$ cat config.mk
export PLATFORM = sky130hd
export DESIGN_NAME = xcvr_latched
export DESIGN_NICKNAME = d
export VERILOG_FILES = /design/src/rtl/xcvr_pkg.sv /design/src/rtl/xcvr_dir_path.sv /design/src/rtl/xcvr_clash_mon.sv /design/src/rtl/xcvr_latched.sv
export SDC_FILE = /design/constraint.sdc
export NUM_CORES = 1
export LEC_CHECK = 0
export ABC_CLOCK_PERIOD_IN_PS = 1590
export BUFFER_PORTS_ARGS = -buffer_cell sky130_fd_sc_hd__buf_2
export CAP_MARGIN = 30
export CORE_ASPECT_RATIO = 1.25
export CORE_MARGIN = 1.5
export CORE_UTILIZATION = 45
export CTS_BUF_LIST = sky130_fd_sc_hd__clkbuf_4 sky130_fd_sc_hd__clkbuf_8
export CTS_CLUSTER_DIAMETER = 120
export DETAILED_ROUTE_END_ITERATION = 6
export PLACE_DENSITY = 0.86
export SYNTH_ARGS = -nofsm -noshare
export SYNTH_HDL_FRONTEND = slang
export SYNTH_SLANG_ARGS = --single-unit
$ cat constraint.sdc
create_clock -name clk -period 1.59 [get_ports clk]
set_clock_uncertainty 0.15 [all_clocks]
set_input_delay 0.2385 -clock clk [delete_from_list [all_inputs] [get_ports clk]]
set_output_delay 0.2385 -clock clk [all_outputs]
set_load 0.005 [all_outputs]
$ cat src/rtl/xcvr_pkg.sv
package xcvr_pkg;
    typedef struct packed {
        logic ce_n;
        logic le_n;
        logic oe_n;
    } dir_ctrl_t;
endpackage

$ cat src/rtl/xcvr_dir_path.sv
module xcvr_dir_path
    import xcvr_pkg::*;
#(
    parameter int WIDTH = 8
) (
    input  logic             clk,
    input  logic             rst,
    input  dir_ctrl_t        ctrl,
    input  logic [WIDTH-1:0] src,
    output logic [WIDTH-1:0] dst_data,
    output logic [WIDTH-1:0] dst_oe
);
    typedef struct packed {
        logic [WIDTH-1:0] store;
        logic             drv;
    } path_state_t;

    path_state_t st_d, st_q;

    always_comb begin
        st_d = st_q;
        if (!ctrl.ce_n) begin
            if (!ctrl.le_n) begin
                st_d.store = src;
            end
            st_d.drv = !ctrl.oe_n;
        end else begin
            st_d.drv = 1'b0;
        end
    end

    always_ff @(posedge clk) begin
        if (rst) begin
            st_q <= '0;
        end else begin
            st_q <= st_d;
        end
    end

    assign dst_data = st_q.store;

    for (genvar i = 0; i < WIDTH; i++) begin : g_bit_oe
        assign dst_oe[i] = st_q.drv;
    end

    // open latch loads the source one edge later
    assert_transparent_R2: assert property (@(posedge clk) disable iff (rst)
        (!ctrl.ce_n && !ctrl.le_n) |=> (dst_data == $past(src)));

    // a closed latch keeps its value
    assert_frozen_R3: assert property (@(posedge clk) disable iff (rst)
        (!ctrl.ce_n && ctrl.le_n) |=> $stable(dst_data));

    // drive follows the enables one cycle later
    assert_drive_R4: assert property (@(posedge clk) disable iff (rst)
        (!ctrl.ce_n && !ctrl.oe_n) |=> (dst_oe == {WIDTH{1'b1}}));

    // chip enable high vetoes drive and holds the latch
    assert_ce_veto_R5: assert property (@(posedge clk) disable iff (rst)
        ctrl.ce_n |=> (dst_oe == '0) && $stable(dst_data));
endmodule

$ cat src/rtl/xcvr_clash_mon.sv
module xcvr_clash_mon #(
    parameter int WIDTH = 8
) (
    input  logic [WIDTH-1:0] a_oe,
    input  logic [WIDTH-1:0] b_oe,
    output logic             clash
);
    assign clash = (|a_oe) && (|b_oe);
endmodule

$ cat src/rtl/xcvr_latched.sv
module xcvr_latched
    import xcvr_pkg::*;
#(
    parameter int WIDTH = 8
) (
    input  logic             clk,
    input  logic             rst,
    input  logic [WIDTH-1:0] a_in,
    output logic [WIDTH-1:0] a_out,
    output logic [WIDTH-1:0] a_oe,
    input  logic [WIDTH-1:0] b_in,
    output logic [WIDTH-1:0] b_out,
    output logic [WIDTH-1:0] b_oe,
    input  logic             fwd_ce_n,
    input  logic             fwd_le_n,
    input  logic             fwd_oe_n,
    input  logic             rev_ce_n,
    input  logic             rev_le_n,
    input  logic             rev_oe_n,
    output logic             bus_clash
);
    dir_ctrl_t fwd_ctrl, rev_ctrl;

    assign fwd_ctrl = '{ce_n: fwd_ce_n, le_n: fwd_le_n, oe_n: fwd_oe_n};
    assign rev_ctrl = '{ce_n: rev_ce_n, le_n: rev_le_n, oe_n: rev_oe_n};

    xcvr_dir_path #(.WIDTH(WIDTH)) u_fwd (
        .clk(clk), .rst(rst), .ctrl(fwd_ctrl), .src(a_in),
        .dst_data(b_out), .dst_oe(b_oe)
    );

    xcvr_dir_path #(.WIDTH(WIDTH)) u_rev (
        .clk(clk), .rst(rst), .ctrl(rev_ctrl), .src(b_in),
        .dst_data(a_out), .dst_oe(a_oe)
    );

    xcvr_clash_mon #(.WIDTH(WIDTH)) u_clash (
        .a_oe(a_oe), .b_oe(b_oe), .clash(bus_clash)
    );

    // reset leaves both ports quiet and the latches empty
    assert_reset_R1: assert property (@(posedge clk)
        rst |=> (a_oe == '0) && (b_oe == '0) && (a_out == '0) && (b_out == '0));

    // both paths enabled gives a clash on the next cycle
    assert_clash_R8: assert property (@(posedge clk) disable iff (rst)
        (!fwd_ce_n && !fwd_oe_n && !rev_ce_n && !rev_oe_n) |=> bus_clash);

    // a disabled forward path never clashes
    assert_no_clash_R8: assert property (@(posedge clk) disable iff (rst)
        (fwd_ce_n || fwd_oe_n) |=> !bus_clash);

    // reverse path drive depends only on its own enables
    assert_rev_drive_R7: assert property (@(posedge clk) disable iff (rst)
        (rev_ce_n || rev_oe_n) |=> (a_oe == '0));
endmodule

==> flow_summary.yaml, run 1 <==
status:
  status: "completed"
clock_network:
  clock-sinks: 18
  cts_setup_buffers: 0
  clkTransAtPathRegs_ns: 0.10
  cts_resized: 0
  cts_buffer_depth: 2
  h-tree-depth: 1
  cts_tree: "built"
  cts_made_buffers: 3
  clk_latency_ns: 0.28
  ctsRootBufferMaster: "clkbuf_4"
placement:
  dp_hpwl_um: 1280
  dp_slack_ns: 0.307
  place_inst: 144
  io_buffers: 56
  finalWeightedCongestion: 0.776
yosys:
  ys_seq_area_share_pct: 43.1
  netlist_area_sq_um: 836
  synth_fp_nets: 113
  ys_seq_elements: 18
  avgSynthCellArea_sq_um: 9.39
  postSynthCellCount: 89
  synth_cell_type_count: 11
  yosysWarnings: 0
drt:
  drtIter0Drc: 12
  num_vias: 784
  dr.pass1.iters: 4
  post-route-drc-count: 0
  drtAntennaViolNets: 0
  drt-total-wl_um: 1740
  wire_per_inst_um: 11.7
  vias_per_cell: 5.26
critical_path:
  start_kind: "flip-flop"
  worst-path-stages: 2
  rr_worst_depth: 2
  r2r-start: "u_fwd.dst_data[3]"
  crit_type: "flip-flop to output port"
  end_kind: "output port"
  crit_fanout: 9
  worst-path-buf-inv: 1
  cp.arrival_ns: 0.96
  cpPeakStageDelay_ns: 0.43
  cp_cell_sequence: "and2_1, buf_2"
  cp_top_family: "flip-flops"
  critPathRequiredTime_ns: 1.20
  r2r_slack_ns: 0.77
  worst_path_max_delay_cell: "dfxtp_1"
  crit_start: "u_fwd.dst_oe[0]"
final_layout:
  regArea_sq_um: 360
  nFillCells: 158
  area_delta_synth_final_pct: 22.5
  final_net_count: 156
  multi_input_area_sq_um: 317
  antennaDiodeCount: 0
  final_core_util_pct: 58.0
  layout.cells.non_filler: 149
  final_layout_size_suffix_gt1_share_pct: 52.3
min_path:
  hold_class: "primary input to flip-flop"
  hold-path-cell-count: 3
  holdCritStartpoint: "b_in[2]"
power:
  power.density_nw_per_um2: 810
  leakagePower_nw: 0.507
  peakVddDrop_uv: 434
grt:
  grt_pass1_wl_um: 2750
  antenna_found_initial: 0
  track_usage_pct: 17.1
  grt_max_degree: 19
  overflow: 0
  grt_pass1_vias: 609
timing:
  setup_violations: 0
  relSlewSlack_pct: 78.7
  finalHoldViolCount: 0
  period_share_pct: 85.1
  fmax_mhz: 739
  rsz0062_at_grt: "no"
  drv_slew: 0
  period_minus_slack_ns: 1.35
  fin_tns_setup_ns: 0
  setup_ws_ns: 0.238
  worst_pin_slew_ns: 0.319
floorplan:
  die_x_um: 41.5
  coreArea_sq_um: 1770
  ios: 57
  dieArea_sq_um: 2130
  start_util_pct: 47.3
  dieHeight_um: 51.2
  rows: 17
run:
  drv_cap: 0
==> metrics by stage <==
| stage | power [W] | cell area [sq um] | hold WS (ns) |
|---|---|---|---|
| global placement | 0.000606 | 981 | 0.257 |
| detailed placement | 0.000613 | 981 | 0.267 |
| global route | 0.000874 | 1020 | 0.118 |
| floorplan | 0.000571 | 836 | 0.166 |
| finish | 0.000829 | 1020 | 0.122 |
| CTS | 0.000839 | 1020 | 0.110 |
==> final timing paths <==
kind	endpoint
max	bus_clash
min	u_rev.dst_data[2]
max reg2reg	u_fwd.dst_data[3]
min reg2reg	u_rev.dst_data[2]
==> per-layer routing <==
| metal | track usage, % | wire [um] | vias to the layer above |
|---|---|---|---|
| met5 | 0 | 0 | - |
| met4 | 8.06 | 8 | 0 |
| met3 | 2.12 | 122 | 2 |
| met2 | 30.2 | 919 | 40 |
| met1 | 20.4 | 686 | 358 |
| li1 | - | - | 384 |
==> tightest hold or removal path, cell delays in order <==
cell and delay [ns]:
buf_2 0.09, or3b_1 0.14, a21oi_1 0.05
==> cells by family (layout without fill, tap and decap cells) <==
family | after synthesis | after routing | share of synthesized area [%]
AO/OA/AOI/OAI | 32 | 32 | 19.2
buffers and inverters | 20 | 61 | 19.0
flip-flops | 18 | 18 | 43.1
AND/OR/NAND/NOR | 19 | 19 | 18.7
==> cells in the final DEF (no fill, tap or decap), drive strengths merged <==
| cell | netlist | layout |
|---|---|---|
| dfxtp | 18 | 18 |
| and2 | 1 | 1 |
| nor3 | 2 | 2 |
| or3b | 16 | 16 |
| dlygate4sd3 | 0 | 2 |
| clkbuf | 0 | 3 |
| o21ai | 16 | 16 |
| buf | 20 | 56 |
| a21oi | 16 | 16 |
==> synthesized netlist by cell type <==
master | n | area share (%)
o21ai_0 | 16 | 9.6
buf_2 | 1 | 0.60
or3b_2 | 9 | 9.4
buf_4 | 14 | 13
and2_1 | 1 | 0.75
buf_1 | 1 | 0.45
or3b_1 | 7 | 7.3
nor3_1 | 2 | 1.2
a21oi_1 | 16 | 9.6
buf_6 | 4 | 5.4
dfxtp_1 | 18 | 43
==> area by class of cell <==
type | instances | area share, %
clock buffer | 3 | 2.20
multi-input combinational | 51 | 30.9
sequential | 18 | 35.2
tap | 19 | 2.32
timing repair buffer | 58 | 29.3
==> registers in the layout (all words and copies together) (netlist names) <==
| register | count |
|---|---|
| u_fwd.dst_data | 8 |
| u_fwd.dst_oe | 1 |
| u_rev.dst_data | 8 |
| u_rev.dst_oe | 1 |
==> power breakdown <==
part	switching, W	total [W]	internal, W
combinational	0.0000576	0.000124	0.0000667
sequential	0.0000112	0.000482	0.000471
clock	0.000134	0.000222	0.0000880
==> repair_timing <==
action / in CTS / in global routing
hold buffers: 2 / 0
endpoints found under the setup margin: 0 / 0
endpoints found under the hold margin: 2 / 0
(Power assumes the default switching activity.)
==> inputs of run 2 (changes only) <==
--- a/config.mk
+++ b/config.mk
@@ -5,16 +5,16 @@
 export SDC_FILE = /design/constraint.sdc
 export NUM_CORES = 1
 export LEC_CHECK = 0
-export ABC_CLOCK_PERIOD_IN_PS = 1590
+export ABC_CLOCK_PERIOD_IN_PS = 1200
 export BUFFER_PORTS_ARGS = -buffer_cell sky130_fd_sc_hd__buf_2
 export CAP_MARGIN = 30
 export CORE_ASPECT_RATIO = 1.25
 export CORE_MARGIN = 1.5
-export CORE_UTILIZATION = 45
+export CORE_UTILIZATION = 38
 export CTS_BUF_LIST = sky130_fd_sc_hd__clkbuf_4 sky130_fd_sc_hd__clkbuf_8
 export CTS_CLUSTER_DIAMETER = 120
 export DETAILED_ROUTE_END_ITERATION = 6
-export PLACE_DENSITY = 0.86
+export PLACE_DENSITY = 0.77
 export SYNTH_ARGS = -nofsm -noshare
 export SYNTH_HDL_FRONTEND = slang
 export SYNTH_SLANG_ARGS = --single-unit
==> constraint.sdc (replaced) <==
create_clock -name clk -period 1.2 [get_ports clk]
set_clock_uncertainty 0.15 [all_clocks]
set_input_delay 0.18 -clock clk [delete_from_list [all_inputs] [get_ports clk]]
set_output_delay 0.18 -clock clk [all_outputs]
set_load 0.005 [all_outputs]
==> run 2 against run 1 <==
Compared with the run above: the run now ends with negative setup slack left; critical path depth did not move; non-clock buffer count rose by 2; register-to-register slack got worse by 0.38 ns; via count fell by 0.51%; worst hold slack got worse by 0.083 ns; largest power group unchanged.
==> flow_summary.yaml, run 2 (synthesis gave the netlist of run 1 again) <==
critical_path:
  critPathRequiredTime_ns: 0.87
  r2r_slack_ns: 0.39
  cp.arrival_ns: 0.91
  r2r-start: "u_fwd.dst_data[0]"
  crit_fanout: 5
  start_kind: "flip-flop"
  rr_worst_depth: 2
  crit_end: "bus_clash"
  end_kind: "output port"
  crit_start: "u_rev.dst_oe[0]"
  crit_type: "flip-flop to output port"
  reg2reg_to: "u_fwd.dst_data[0]"
power:
  power_frac_clock_pct: 31.8
  switching_share_pct: 23.7
  internal-power_w: 0.000899
  leakagePower_nw: 0.528
  power_switching_w: 0.000280
  p_comb_share_pct: 14.3
  pwr-share-seq_pct: 53.9
  peakVddDrop_uv: 660
  power.density_nw_per_um2: 1100
drt:
  num_vias: 780
  vias_per_cell: 5.10
  drtIter0Drc: 6
  drt-total-wl_um: 1680
  dr.pass1.iters: 4
  post-route-drc-count: 0
  drtAntennaViolNets: 0
  wire_per_inst_um: 11.0
grt:
  overflow: 0
  antenna_found_initial: 0
  grt_max_degree: 19
  track_usage_pct: 13.9
  grt_pass1_wl_um: 2630
  grt_pass1_vias: 626
clock_network:
  cts_made_buffers: 3
  cts_tree: "built"
  clk_latency_ns: 0.29
  cts_buffer_depth: 2
  clkTransAtPathRegs_ns: 0.10
  ctsRootBufferMaster: "clkbuf_4"
  h-tree-depth: 1
  clock-sinks: 18
timing:
  relSlewSlack_pct: 78.2
  fmax_mhz: 805
  period_minus_slack_ns: 1.24
  period_share_pct: 103
  setup_violations: 10
  finalHoldViolCount: 0
  worst_pin_slew_ns: 0.327
  drv_slew: 0
  rsz0062_at_grt: "yes"
  fin_tns_setup_ns: -0.235
  hold_slack_ns: 0.0393
  setup_ws_ns: -0.0415
final_layout:
  final_net_count: 158
  mostFrequentLayoutCell: "buf_2"
  final_cell_mix: "buf_2 (55), o21ai_0 (16), a21oi_1 (16), dfxtp_1 (16), or3b_2 (9)"
  regArea_sq_um: 368
  final_core_util_pct: 52.8
  layout.cells.non_filler: 153
  antennaDiodeCount: 0
  area_delta_synth_final_pct: 28.1
  final_layout_size_suffix_gt1_share_pct: 55.6
  multi_input_area_sq_um: 319
  nFillCells: 208
floorplan:
  ios: 57
  start_util_pct: 41.2
  dieArea_sq_um: 2490
  coreArea_sq_um: 2030
  dieHeight_um: 55.4
  rows: 18
  die_x_um: 44.9
placement:
  dp_slack_ns: 0.00666
  finalWeightedCongestion: 0.725
  io_buffers: 56
  dp_hpwl_um: 1230
  place_inst: 145
status:
  violations: "negative setup slack"
  status: "finished, violations left"
min_path:
  hold_class: "primary input to flip-flop"
run:
  drv_cap: 0
==> run 2: cell types whose count changed in the layout (fill, tap and decap cells not counted) <==
cell      previous run  this run
clkbuf_8             0         1
buf_6                0         2
and2_4               0         1
and2_1               1         0
buf_2               56        55
dfxtp_4              0         2
clkbuf_2             0         1
dfxtp_1             18        16
==> run 2: layer usage <==
layer / vias up / share of wire, % / GRT usage, %
met5: - / 0 / 0
met4: 0 / 2.0 / 8.82
met3: 4 / 7.6 / 1.96
met2: 43 / 48 / 21.4
met1: 346 / 42 / 17.4
li1: 387 / - / -
==> run 2: repair_timing <==
action / in CTS / in global routing
endpoints found under the hold margin: 2 / 0
gates resized for setup: 2 / 6
endpoints found under the setup margin: 17 / 1
pin swaps: 0 / 0
cloned: 0 / 0
setup buffers: 0 / 2
hold buffers: 2 / 0
==> run 2: cell type report <==
cell class / instances / share of cell area, %
Sequential cell: 18 / 34.3
Multi-Input combinational cell: 51 / 29.8
Tap cell: 20 / 2.34
Timing Repair Buffer: 60 / 30.1
Clock buffer: 4 / 3.39
==> run 2: critical path: stages, from the launching register on <==
cell and delay [ns]:
dfxtp_4 0.37, and2_4 0.15, buf_6 0.10
==> run 2: power by group through the flow <==
stage	Clock, W	Sequential (W)	Combinational, W
floorplan	0	0.000656	0.000100
global placement	0	0.000651	0.000153
detailed placement	0	0.000653	0.000158
CTS	0.000389	0.000640	0.000163
global route	0.000409	0.000639	0.000190
finish	0.000375	0.000635	0.000168
==> run 2: worst min-delay path by stage <==
stage / start / endpoint / slack (ns) / cells after the start
after floorplan: fwd_oe_n / u_fwd.dst_oe[0] / 0.11 / 1
after global placement: rev_oe_n / u_rev.dst_oe[0] / 0.20 / 2
after detailed placement: rev_oe_n / u_rev.dst_oe[0] / 0.20 / 2
after CTS: fwd_ce_n / u_fwd.dst_oe[0] / 0.02 / 2
after global routing: b_in[1] / u_rev.dst_data[1] / 0.06 / 3
final: rev_ce_n / u_rev.dst_oe[0] / 0.04 / 2
==> run 2: stage by stage <==
stage | power [W] | instance area, sq um
floorplan | 0.000756 | 836
global placement | 0.000804 | 982
detailed placement | 0.000811 | 982
CTS | 0.00119 | 1040
global route | 0.00124 | 1070
finish | 0.00118 | 1070
